<file path="src/rtl/hpsel_pkg.sv">
package hpsel_pkg;
    localparam int PRIO_W = 8;
    localparam int RUN_W  = PRIO_W + 1;
    localparam int ID_W   = 10;
    localparam logic [ID_W-1:0]  NONE_ID  = 10'd1023;
    localparam logic [RUN_W-1:0] IDLE_RUN = 9'h100;

    typedef struct packed {
        logic              valid;
        logic [PRIO_W-1:0] prio;
        logic [ID_W-1:0]   id;
    } cand_t;

    // Left operand always carries the lower identifiers; it wins ties.
    function automatic cand_t pick_better(cand_t lo, cand_t hi);
        if (lo.valid && (!hi.valid || lo.prio <= hi.prio))
            return lo;
        return hi;
    endfunction
endpackage

</file>
<file path="src/rtl/hpsel_prio_gather.sv">
module hpsel_prio_gather
    import hpsel_pkg::*;
#(
    parameter int NUM_SRC    = 64,
    parameter int NUM_CPU    = 2,
    parameter int NUM_BANKED = 32,
    parameter int CPU        = 0
) (
    input  logic [NUM_CPU*NUM_BANKED*PRIO_W-1:0]      prio_bank_i,
    input  logic [(NUM_SRC-NUM_BANKED)*PRIO_W-1:0]    prio_shared_i,
    output logic [NUM_SRC*PRIO_W-1:0]                 prio_o
);
    for (genvar s = 0; s < NUM_SRC; s++) begin : g_src
        if (s < NUM_BANKED) begin : g_bank
            assign prio_o[s*PRIO_W +: PRIO_W] =
                prio_bank_i[(CPU*NUM_BANKED+s)*PRIO_W +: PRIO_W];
        end else begin : g_shared
            assign prio_o[s*PRIO_W +: PRIO_W] =
                prio_shared_i[(s-NUM_BANKED)*PRIO_W +: PRIO_W];
        end
    end
endmodule

</file>
<file path="src/rtl/hpsel_tree.sv">
module hpsel_tree
    import hpsel_pkg::*;
#(
    parameter int NUM_SRC = 64
) (
    input  logic [NUM_SRC-1:0]        cand_vld_i,
    input  logic [NUM_SRC*PRIO_W-1:0] prio_i,
    output cand_t                     best_o
);
    localparam int DEPTH  = (NUM_SRC > 1) ? $clog2(NUM_SRC) : 0;
    localparam int LEAVES = 1 << DEPTH;

    for (genvar l = 0; l <= DEPTH; l++) begin : g_lvl
        localparam int N = LEAVES >> l;
        cand_t node [N];
        for (genvar k = 0; k < N; k++) begin : g_node
            if (l == 0) begin : g_leaf
                if (k < NUM_SRC) begin : g_real
                    assign node[k] = '{valid: cand_vld_i[k],
                                       prio:  prio_i[k*PRIO_W +: PRIO_W],
                                       id:    ID_W'(k)};
                end else begin : g_pad
                    assign node[k] = '0;
                end
            end else begin : g_merge
                assign node[k] = pick_better(g_lvl[l-1].node[2*k],
                                             g_lvl[l-1].node[2*k+1]);
            end
        end
    end

    assign best_o = g_lvl[DEPTH].node[0];
endmodule

</file>
<file path="src/rtl/hpsel_gate.sv">
module hpsel_gate
    import hpsel_pkg::*;
(
    input  cand_t              best_i,
    input  logic               dist_en_i,
    input  logic               cpu_en_i,
    input  logic [PRIO_W-1:0]  mask_i,
    input  logic [RUN_W-1:0]   run_i,
    output logic [ID_W-1:0]    id_o,
    output logic               irq_o
);
    logic publish;

    always_comb begin
        publish = dist_en_i && cpu_en_i && best_i.valid && (best_i.prio <= mask_i);
        id_o    = publish ? best_i.id : NONE_ID;
        irq_o   = publish && ({1'b0, best_i.prio} < run_i);
    end
endmodule

</file>
<file path="src/rtl/hpsel_top.sv">
module hpsel_top
    import hpsel_pkg::*;
#(
    parameter int NUM_SRC    = 64,
    parameter int NUM_CPU    = 2,
    parameter int NUM_BANKED = 32
) (
    input  logic                                   clk_i,
    input  logic                                   rst_ni,
    input  logic                                   dist_en_i,
    input  logic [NUM_CPU-1:0]                     cpu_en_i,
    input  logic [NUM_SRC-1:0]                     src_en_i,
    input  logic [NUM_CPU*NUM_SRC-1:0]             pend_i,
    input  logic [NUM_CPU*NUM_BANKED*PRIO_W-1:0]   prio_bank_i,
    input  logic [(NUM_SRC-NUM_BANKED)*PRIO_W-1:0] prio_shared_i,
    input  logic [NUM_CPU*PRIO_W-1:0]              prio_mask_i,
    input  logic [NUM_CPU*RUN_W-1:0]               run_prio_i,
    output logic [NUM_CPU-1:0]                     irq_o,
    output logic [NUM_CPU*ID_W-1:0]                hp_id_o
);
    typedef struct packed {
        logic [NUM_CPU-1:0]           irq;
        logic [NUM_CPU-1:0][ID_W-1:0] id;
    } state_t;

    state_t state_d, state_q;

    logic [NUM_CPU-1:0][NUM_SRC-1:0]        cand_vld;
    logic [NUM_CPU-1:0][NUM_SRC*PRIO_W-1:0] prio_all;
    cand_t                                  best [NUM_CPU];
    logic [NUM_CPU-1:0][ID_W-1:0]           id_nx;
    logic [NUM_CPU-1:0]                     irq_nx;

    for (genvar c = 0; c < NUM_CPU; c++) begin : g_cpu
        assign cand_vld[c] = src_en_i & pend_i[c*NUM_SRC +: NUM_SRC];

        hpsel_prio_gather #(
            .NUM_SRC(NUM_SRC), .NUM_CPU(NUM_CPU),
            .NUM_BANKED(NUM_BANKED), .CPU(c)
        ) gather_i (
            .prio_bank_i  (prio_bank_i),
            .prio_shared_i(prio_shared_i),
            .prio_o       (prio_all[c])
        );

        hpsel_tree #(.NUM_SRC(NUM_SRC)) tree_i (
            .cand_vld_i(cand_vld[c]),
            .prio_i    (prio_all[c]),
            .best_o    (best[c])
        );

        hpsel_gate gate_i (
            .best_i   (best[c]),
            .dist_en_i(dist_en_i),
            .cpu_en_i (cpu_en_i[c]),
            .mask_i   (prio_mask_i[c*PRIO_W +: PRIO_W]),
            .run_i    (run_prio_i[c*RUN_W +: RUN_W]),
            .id_o     (id_nx[c]),
            .irq_o    (irq_nx[c])
        );

        assign irq_o[c]                 = state_q.irq[c];
        assign hp_id_o[c*ID_W +: ID_W]  = state_q.id[c];


        irq_has_id_chk: assert property (@(posedge clk_i) disable iff (!rst_ni)
            irq_o[c] |-> (hp_id_o[c*ID_W +: ID_W] != NONE_ID));


        gate_off_chk: assert property (@(posedge clk_i) disable iff (!rst_ni)
            (!dist_en_i || !cpu_en_i[c]) |=>
                (!irq_o[c] && hp_id_o[c*ID_W +: ID_W] == NONE_ID));


        mask_pass_chk: assert property (@(posedge clk_i) disable iff (!rst_ni)
            (hp_id_o[c*ID_W +: ID_W] != NONE_ID) |->
                ($past(best[c].prio) <= $past(prio_mask_i[c*PRIO_W +: PRIO_W])));


        always @(posedge clk_i) begin
            if (rst_ni) begin
                for (int s = 0; s < NUM_SRC; s++) begin
                    if (cand_vld[c][s]) begin
                        best_min_chk: assert (best[c].valid &&
                            (best[c].prio < prio_all[c][s*PRIO_W +: PRIO_W] ||
                             (best[c].prio == prio_all[c][s*PRIO_W +: PRIO_W] &&
                              best[c].id <= ID_W'(s))));
                    end
                end
            end
        end
    end

    always_comb begin
        state_d = state_q;
        for (int c = 0; c < NUM_CPU; c++) begin
            state_d.irq[c] = irq_nx[c];
            state_d.id[c]  = id_nx[c];
        end
    end


    always_ff @(posedge clk_i or negedge rst_ni) begin
        if (!rst_ni) begin
            state_q.irq <= '0;
            for (int c = 0; c < NUM_CPU; c++) state_q.id[c] <= NONE_ID;
        end else begin
            state_q <= state_d;
        end
    end
endmodule

</file>
<file path="config.mk">
export PLATFORM = sky130hd
export DESIGN_NAME = hpsel_top
export DESIGN_NICKNAME = d
export VERILOG_FILES = /design/src/rtl/hpsel_pkg.sv /design/src/rtl/hpsel_prio_gather.sv /design/src/rtl/hpsel_tree.sv /design/src/rtl/hpsel_gate.sv /design/src/rtl/hpsel_top.sv
export SDC_FILE = /design/constraint.sdc
export NUM_CORES = 2
export LEC_CHECK = 0
export BUFFER_PORTS_ARGS = -buffer_cell sky130_fd_sc_hd__buf_2
export CAP_MARGIN = 5
export CELL_PAD_IN_SITES_DETAIL_PLACEMENT = 1
export CELL_PAD_IN_SITES_GLOBAL_PLACEMENT = 2
export CORE_AREA = 2 2 399 401
export CTS_CLUSTER_SIZE = 8
export DETAILED_ROUTE_END_ITERATION = 12
export DIE_AREA = 0 0 401 403
export GPL_TIMING_DRIVEN = 0
export PLACE_DENSITY = 0.69
export SLEW_MARGIN = 0
export SYNTH_ARGS = -nofsm -noshare
export SYNTH_HDL_FRONTEND = slang
export SYNTH_SLANG_ARGS = --single-unit
</file>
<file path="constraint.sdc">
create_clock -name clk_i -period 1.04 [get_ports clk_i]
set_input_delay 0.208 -clock clk_i [delete_from_list [all_inputs] [get_ports clk_i]]
set_output_delay 0.208 -clock clk_i [all_outputs]
set_load 0.02 [all_outputs]
</file>
Yosys cells after proc, flatten, opt, wreduce, memory -nomap -nowiden
Index checks and enable logic that the tools add are counted.
{"block": "totals", "input_bits": 999, "wordCells": 885, "ramBits": 0, "latchBits": 0, "romBits": 0, "out_inout_bits": 22, "regBits": 22, "mem_count": 0}
{"block": "classes", "n_bitwise": 2, "n_shift": 0, "multipliers": 0, "reduce_logical": 386, "div_mod_pow": 0, "eq_ne": 0, "muxes": 380, "magnitude_cmp": 114, "n_addsub": 0}
{"op": "$mux 19", "count": 252}
{"op": "$le 8x8->1", "count": 112}
{"op": "$logic_and 1x1->1", "count": 134}
{"op": "$and 64x64->64", "count": 2}
{"op": "$logic_not 1->1", "count": 126}
{"op": "$logic_or 1x1->1", "count": 126}
{"op": "$mux 1", "count": 126}
{"op": "$mux 10", "count": 2}
{"op": "$lt 8x9->1", "count": 2}

Longest topological paths before layout
{"block": "depth", "ltp_word": 34, "mapped_depth": 71, "mapped_depth_nobuf": 67}

Modules after synthesis
A second synthesis with hierarchy kept.
{"block": "hier_totals", "cells_unflattened": 8630, "area_unflattened_um2": 59283.1}
{"module": "hpsel_tree at g_cpu[1].tree_i", "seq_area_each_um2": 0.0, "area_each_um2": 25095.3, "cells_each": 3741, "n_inst": 1}
{"module": "hpsel_tree at g_cpu[0].tree_i", "seq_area_each_um2": 0.0, "area_each_um2": 24198.2, "cells_each": 3583, "n_inst": 1}
{"module": "hpsel_prio_gather", "seq_area_each_um2": 0.0, "area_each_um2": 3843.7, "cells_each": 512, "n_inst": 2}
{"module": "hpsel_top", "seq_area_each_um2": 575.6, "area_each_um2": 1376.3, "cells_each": 150, "n_inst": 1}
{"module": "hpsel_gate", "seq_area_each_um2": 0.0, "area_each_um2": 462.9, "cells_each": 66, "n_inst": 2}

Worst setup path after synthesis
Ideal clock, no wire load.
{"block": "synth_path", "path_type": "input to register", "startpoint": "in prio_shared_i[45]", "endpoint": "reg state_q (netlist bit irq_o[1])", "t_required_ns": 0.930, "setup_ns": 0.110, "path_buffers": 7, "arrival_time_ns": 13.017, "cell_stages": 64, "path_slack_ns": -12.087, "path_cell_list": "inv_1 > ha_1 > a211oi_1 > nor2_1 > and4bb_1 > o311a_1 > buf_2 > buf_2 > nor2_1 > a21oi_1 > inv_1 > ha_1 > a21oi_1 > o21ai_0 > a211oi_1 > o31a_1 > buf_2 > mux2_2 > [28 not listed] > a21oi_1 > o21ai_0 > a21oi_2 > o21ai_1 > nor2_1 > a21oi_1 > a22oi_1 > ha_1 > nor2b_1 > o21a_1 > o21ai_0 > nand2b_1 > a21oi_1 > o21ai_0 > a221oi_1 > nand4_1 > o32a_1 > o41ai_1"}
{"block": "synth_between", "elab_chain_cells": 33, "word_cells_on_any_way": 40, "cone_classes": "order compare: 8; mux: 15; reduce/logical: 17"}
{"item": "start: declaration", "line_no": "hpsel_top.sv:15", "rtl": "input logic [(NUM_SRC-NUM_BANKED)*PRIO_W-1:0] prio_shared_i,"}
{"item": "$le 8x8->1", "line_no": "hpsel_pkg.sv:16", "rtl": "if (lo.valid && (!hi.valid || lo.prio <= hi.prio))"}
{"item": "$logic_or 1x1->1", "line_no": "hpsel_pkg.sv:16"}
{"item": "$logic_and 1x1->1", "line_no": "hpsel_pkg.sv:16"}
{"item": "$mux 1", "line_no": "hpsel_pkg.sv:16"}
{"item": "$mux 19 (*)", "line_no": "hpsel_pkg.sv:18", "rtl": "return hi;"}
{"item": "$le 8x8->1", "line_no": "hpsel_pkg.sv:16"}
{"item": "$logic_or 1x1->1", "line_no": "hpsel_pkg.sv:16"}
{"item": "$logic_and 1x1->1", "line_no": "hpsel_pkg.sv:16"}
{"item": "[18 not listed]"}
{"item": "$logic_or 1x1->1", "line_no": "hpsel_pkg.sv:16"}
{"item": "$logic_and 1x1->1", "line_no": "hpsel_pkg.sv:16"}
{"item": "$mux 1", "line_no": "hpsel_pkg.sv:16"}
{"item": "$mux 19 (*)", "line_no": "hpsel_pkg.sv:18"}
{"item": "$le 8x8->1 or $logic_and 1x1->1 (tied branches)", "line_no": "hpsel_gate.sv:15", "rtl": "publish = dist_en_i && cpu_en_i && best_i.valid && (best_i.prio <= mask_i);"}
{"item": "$logic_and 1x1->1", "line_no": "hpsel_gate.sv:15"}
{"item": "$logic_and 1x1->1 (*)", "line_no": "hpsel_gate.sv:17", "rtl": "irq_o = publish && ({1'b0, best_i.prio} < run_i);"}
{"item": "via g_cpu[1].gate_i.irq_o", "line_no": "hpsel_gate.sv:10", "rtl": "output logic irq_o"}
{"item": "end signal: assignment", "line_no": "hpsel_top.sv:108", "rtl": "state_q <= state_d;"}
{"item": "end: declaration", "line_no": "hpsel_top.sv:26", "rtl": "state_t state_d, state_q;"}
Mark *: on every way through the listed nets, which the timed path passes. The rest lies on a longest branch. The select of a mux whose other input is x is not followed.

Final worst setup path
{"block": "layout_path", "startpoint": "in prio_shared_i[15]", "endpoint": "reg state_q (netlist bit hp_id_o[1])"}
{"block": "layout_between", "elab_chain_cells": 33, "word_cells_on_any_way": 39, "cone_classes": "order compare: 7; mux: 17; reduce/logical: 15"}
{"item": "$le 8x8->1", "line_no": "hpsel_pkg.sv:16"}
{"item": "$logic_or 1x1->1", "line_no": "hpsel_pkg.sv:16"}
{"item": "$logic_and 1x1->1", "line_no": "hpsel_pkg.sv:16"}
{"item": "$mux 1", "line_no": "hpsel_pkg.sv:16"}
{"item": "$mux 19 (*)", "line_no": "hpsel_pkg.sv:18"}
{"item": "$le 8x8->1", "line_no": "hpsel_pkg.sv:16"}
{"item": "$logic_or 1x1->1", "line_no": "hpsel_pkg.sv:16"}
{"item": "$logic_and 1x1->1", "line_no": "hpsel_pkg.sv:16"}
{"item": "[18 not listed]"}
{"item": "$logic_or 1x1->1", "line_no": "hpsel_pkg.sv:16"}
{"item": "$logic_and 1x1->1", "line_no": "hpsel_pkg.sv:16"}
{"item": "$mux 1", "line_no": "hpsel_pkg.sv:16"}
{"item": "$mux 19 (*)", "line_no": "hpsel_pkg.sv:18"}
{"item": "$le 8x8->1 or $logic_and 1x1->1 (tied branches)", "line_no": "hpsel_gate.sv:15"}
{"item": "$logic_and 1x1->1", "line_no": "hpsel_gate.sv:15"}
{"item": "$mux 10 (*)", "line_no": "hpsel_gate.sv:16", "rtl": "id_o = publish ? best_i.id : NONE_ID;"}
{"item": "via g_cpu[0].gate_i.id_o[1]", "line_no": "hpsel_gate.sv:9", "rtl": "output logic [ID_W-1:0] id_o,"}
Marked as above.

==> impl_table.tex <==
\begin{tabular}{lr}
\hline
Metric & Value \\
\hline
\multicolumn{2}{l}{\textbf{Run status}} \\
\quad Status & finished with violations \\
\quad Violated checks & negative setup slack \\
\multicolumn{2}{l}{\textbf{GRT}} \\
\quad Vias in the first global route & about 47000 \\
\quad Global router's overall resource usage & 25.0\% \\
\quad Global route overflow & 0 \\
\quad Largest net degree at the start of global routing & 17 \\
\quad Number of antenna violations at the first check in global routing & 67 \\
\quad Global-route wire length before repair & between 300000 and 400000 um \\
\multicolumn{2}{l}{\textbf{Route}} \\
\quad Router iterations before antenna repair & 5 \\
\quad Vias per cell & 5.17 \\
\quad Sum of met3 wire segment lengths after detailed routing & slightly below 8000 um \\
\quad Post-route DRC & 0 \\
\quad DRT Wirelength & roughly 210000 um \\
\quad Vias & between 40000 and 50000 \\
\quad Met2 Routed Length & between 100000 and 150000 um \\
\quad Number of DRC markers after the initial detailed-route iteration & about 1600 \\
\quad Top metal layer carrying routed signals & met5 \\
\quad Routed length per placed instance & about 25 um \\
\quad Met1 WL & 91500 um \\
\quad Number of nets still failing antenna checks after routing & 0 \\
\multicolumn{2}{l}{\textbf{Clock tree}} \\
\quad Clock transition at the registers of the reported paths & approximately 0.060 ns \\
\quad Clk sink count & 16 \\
\quad Level count of the clock H-tree & 1 \\
\quad Cts bufs inserted & 3 \\
\quad Largest buffer count on any clock path & 2 \\
\quad TritonCTS clock tree & built \\
\quad Root Buffer & clkbuf\_16 \\
\multicolumn{2}{l}{\textbf{Synth}} \\
\quad Mapped Avg Cell Area & $\sim$7.5 sq um \\
\quad Unique cell type count in the Yosys netlist & approximately 100 \\
\quad Leading post-synthesis cells by cell area & ha\_1, mux2i\_1, inv\_1, a21oi\_1, mux2\_2 \\
\quad Number of nets produced by synthesis & approximately 7000 \\
\quad Number of storage elements in the synthesis netlist & 16 \\
\quad Area share of the leading cell type in the synthesized netlist & between 20\% and 30\% \\
\quad Library cell with the largest summed area after synthesis & ha\_1 \\
\quad Primary flip-flop cell chosen by synthesis mapping & dfstp\_2 \\
\quad Fraction of registers with async set or reset after synthesis & 100\% \\
\quad Synthesized cell area & 38400 sq um \\
\quad Sequential-to-total area share from yosys stat & 1.09\% \\
\quad Cell count after synthesis & $\sim$5100 \\
\quad EDFF count, synth & 0 \\
\quad Warning count from the yosys run & 0 \\
\multicolumn{2}{l}{\textbf{Timing}} \\
\quad Setup-failing EPs final & 37 \\
\quad Relative slew slack & 14.8\% \\
\quad Final worst path period share & 1210\% \\
\quad Slew of the pin with the lowest slew margin & roughly 1.3 ns \\
\quad Least setup slack across all paths after layout & -11.54 ns \\
\quad Number of max-slew violations in the final report & 0 \\
\quad Unrepaired setup endpoints after global routing & true \\
\quad Final Critical Period & roughly 13 ns \\
\quad Highest achievable clock rate & 79.5 MHz \\
\quad Total count of hold-check failures in the final report & 0 \\
\quad Final worst hold slack & roughly 0.26 ns \\
\multicolumn{2}{l}{\textbf{Place}} \\
\quad Post-placement cell count & 8236 \\
\quad Count of buffers from port buffering & roughly 1000 \\
\quad Placer's final routability congestion estimate & approximately 0.94 \\
\quad Post-Place Cell Area & 46800 sq um \\
\quad Placed wire-length estimate & roughly 190000 um \\
\multicolumn{2}{l}{\textbf{Setup path}} \\
\quad CP Data Required Time & 1.22 ns \\
\quad Slowest stage cell on the critical path & or3\_4 \\
\quad Crit path DAT & around 13 ns \\
\quad Largest stage delay on the critical path & 0.43 ns \\
\quad Sort of element at the start of the critical path & input pin \\
\quad Peak fanout along the critical path & 10 \\
\quad Setup CP Type & input pin to register \\
\quad CP most frequent cell & o21ai\_2 \\
\quad Crit path capture type & register \\
\multicolumn{2}{l}{\textbf{Layout}} \\
\quad Core occupancy in the finished layout & a little over a third \\
\quad Post-synthesis to final-layout area growth & 47.1\% \\
\quad Ratio of cells with drive above 1 in the final layout & 38.8\% \\
\quad Non-filler cells, final & slightly below 9000 \\
\quad Filler cells & 19000 \\
\quad Post-layout net count & around 8500 \\
\quad Final Cell Area & around 56000 sq um \\
\multicolumn{2}{l}{\textbf{Min path}} \\
\quad Worst Hold Class & input pin to register \\
\multicolumn{2}{l}{\textbf{Floorplanning}} \\
\quad Floorplan core area & around 160000 sq um \\
\quad IO Count & 1021 \\
\quad Starting utilization of the core area & roughly a quarter \\
\quad Die Outline Area & roughly 160000 sq um \\
\quad Number of rows created at floorplan & 146 \\
\quad Die W & 401 um \\
\quad Y dimension of the die & approximately 400 um \\
\multicolumn{2}{l}{\textbf{Job}} \\
\quad Max cap viols & 0 \\
\multicolumn{2}{l}{\textbf{Power}} \\
\quad Static leakage & approximately 28 nW \\
\quad Power Dens Cells & 1950 nW/um\^{}2 \\
\quad Largest vdd supply drop & approximately 0.004 V \\
\hline
\end{tabular}
-- where the power goes --
group | leakage (nW) | internal, mW | switching (mW)
logic | 27.6 | 49.3 | 58.8
registers | 0.173 | 0.888 | 0.230
clock network | 0.0444 | 0.589 | 0.332
-- stage by stage --
stage                     TNS [ns]  setup slack (ns)  power (mW)
final                      -184.83            -11.54         110
after global routing       -194.63            -12.10         118
after CTS                  -184.82            -11.67        95.4
after detailed placement   -234.61            -15.60        68.7
after global placement     -230.81            -15.40        67.1
after floorplan            -163.14            -10.52        50.4
-- cell families (layout without fill, tap and decap cells) --
kind of cell / count (synthesis) / in the layout / synth area share (%)
AOI/OAI and AO/OA: 1188 / 1188 / 20.4
buffers and inverters: 985 / 2423 / 10.0
muxes: 859 / 859 / 23.2
adders and majority gates: 910 / 910 / 29.7
DFF: 16 / 16 / 1.09
and+or+nand+nor: 1185 / 1187 / 15.6
other: 0 / 38 / 0
-- flip-flops by register name, indices dropped and copies added, names as in the netlist --
signal,cells
hp_id_o,14
irq_o,2
-- final cells by class --
class / count / area [sq um] / share of cell area (%)
Tap cell: 2072 / 2590 / 4.59
Timing Repair Buffer: 1440 / 8850 / 15.7
Inverter: 860 / 3260 / 5.79
Antenna cell: 38 / 95.1 / 0.169
Buffer: 119 / 1250 / 2.22
Multi-Input combinational cell: 4144 / 39900 / 70.6
Clock buffer: 4 / 88.8 / 0.157
Sequential cell: 16 / 423 / 0.750
-- cell usage after synthesis (all sizes together) (59+ instances only) --
master  instances
mux2i         674
a21o           74
a22oi          79
ha            910
buf            82
nor3           77
a21oi         426
nor2          283
nand4         159
nand3          70
o21ai         203
mux2          185
inv           860
nor2b         100
a211oi         59
nand2         314
-- layout by cell type (no fill, tap or decap), types with 150 or more instances in the layout --
master and instances:
ha_1 841, buf_2 986, nor2_1 261, mux2_2 150, mux2i_4 184, a21oi_1 348, mux2i_1 359, buf_4 419
nand2_1 303, nand4_1 159, inv_1 815
-- layer usage --
layer  vias to the layer above  global-route usage (%)
li1                      21700                       -
met1                     22000                    30.4
met2                       954                    46.5
met3                       251                    2.97
met4                        26                    5.46
met5                         -                       0
-- timing repair --
item | CTS | global route
resized for setup | 776 | 537
pin swaps | 173 | 163
buffers inserted | 270 | 134
endpoints found under the hold margin | 2 | 0
gates cloned | 10 | 9
hold buffers | 1 | 0
endpoints found under the setup margin | 37 | 38
-- worst max-delay path, delay by kind of cell --
family,cells,cell delay [ns]
AO/OA/AOI/OAI,30,5.47
adder cells (fa/ha/maj),7,1.80
buffers and inverters,14,2.03
AND/OR/NAND/NOR,11,1.91
multiplexers,4,1.27
-- final timing paths --
kind | startpoint | endpoint | cells past startpoint
max in group asynchronous | rst_ni | irq_o[1] | 2
min in group asynchronous | rst_ni | irq_o[1] | 2
max | prio_shared_i[15] | hp_id_o[1] | 66
min | run_prio_i[9] | irq_o[1] | 3
Power figures use the tool's default switching activity.
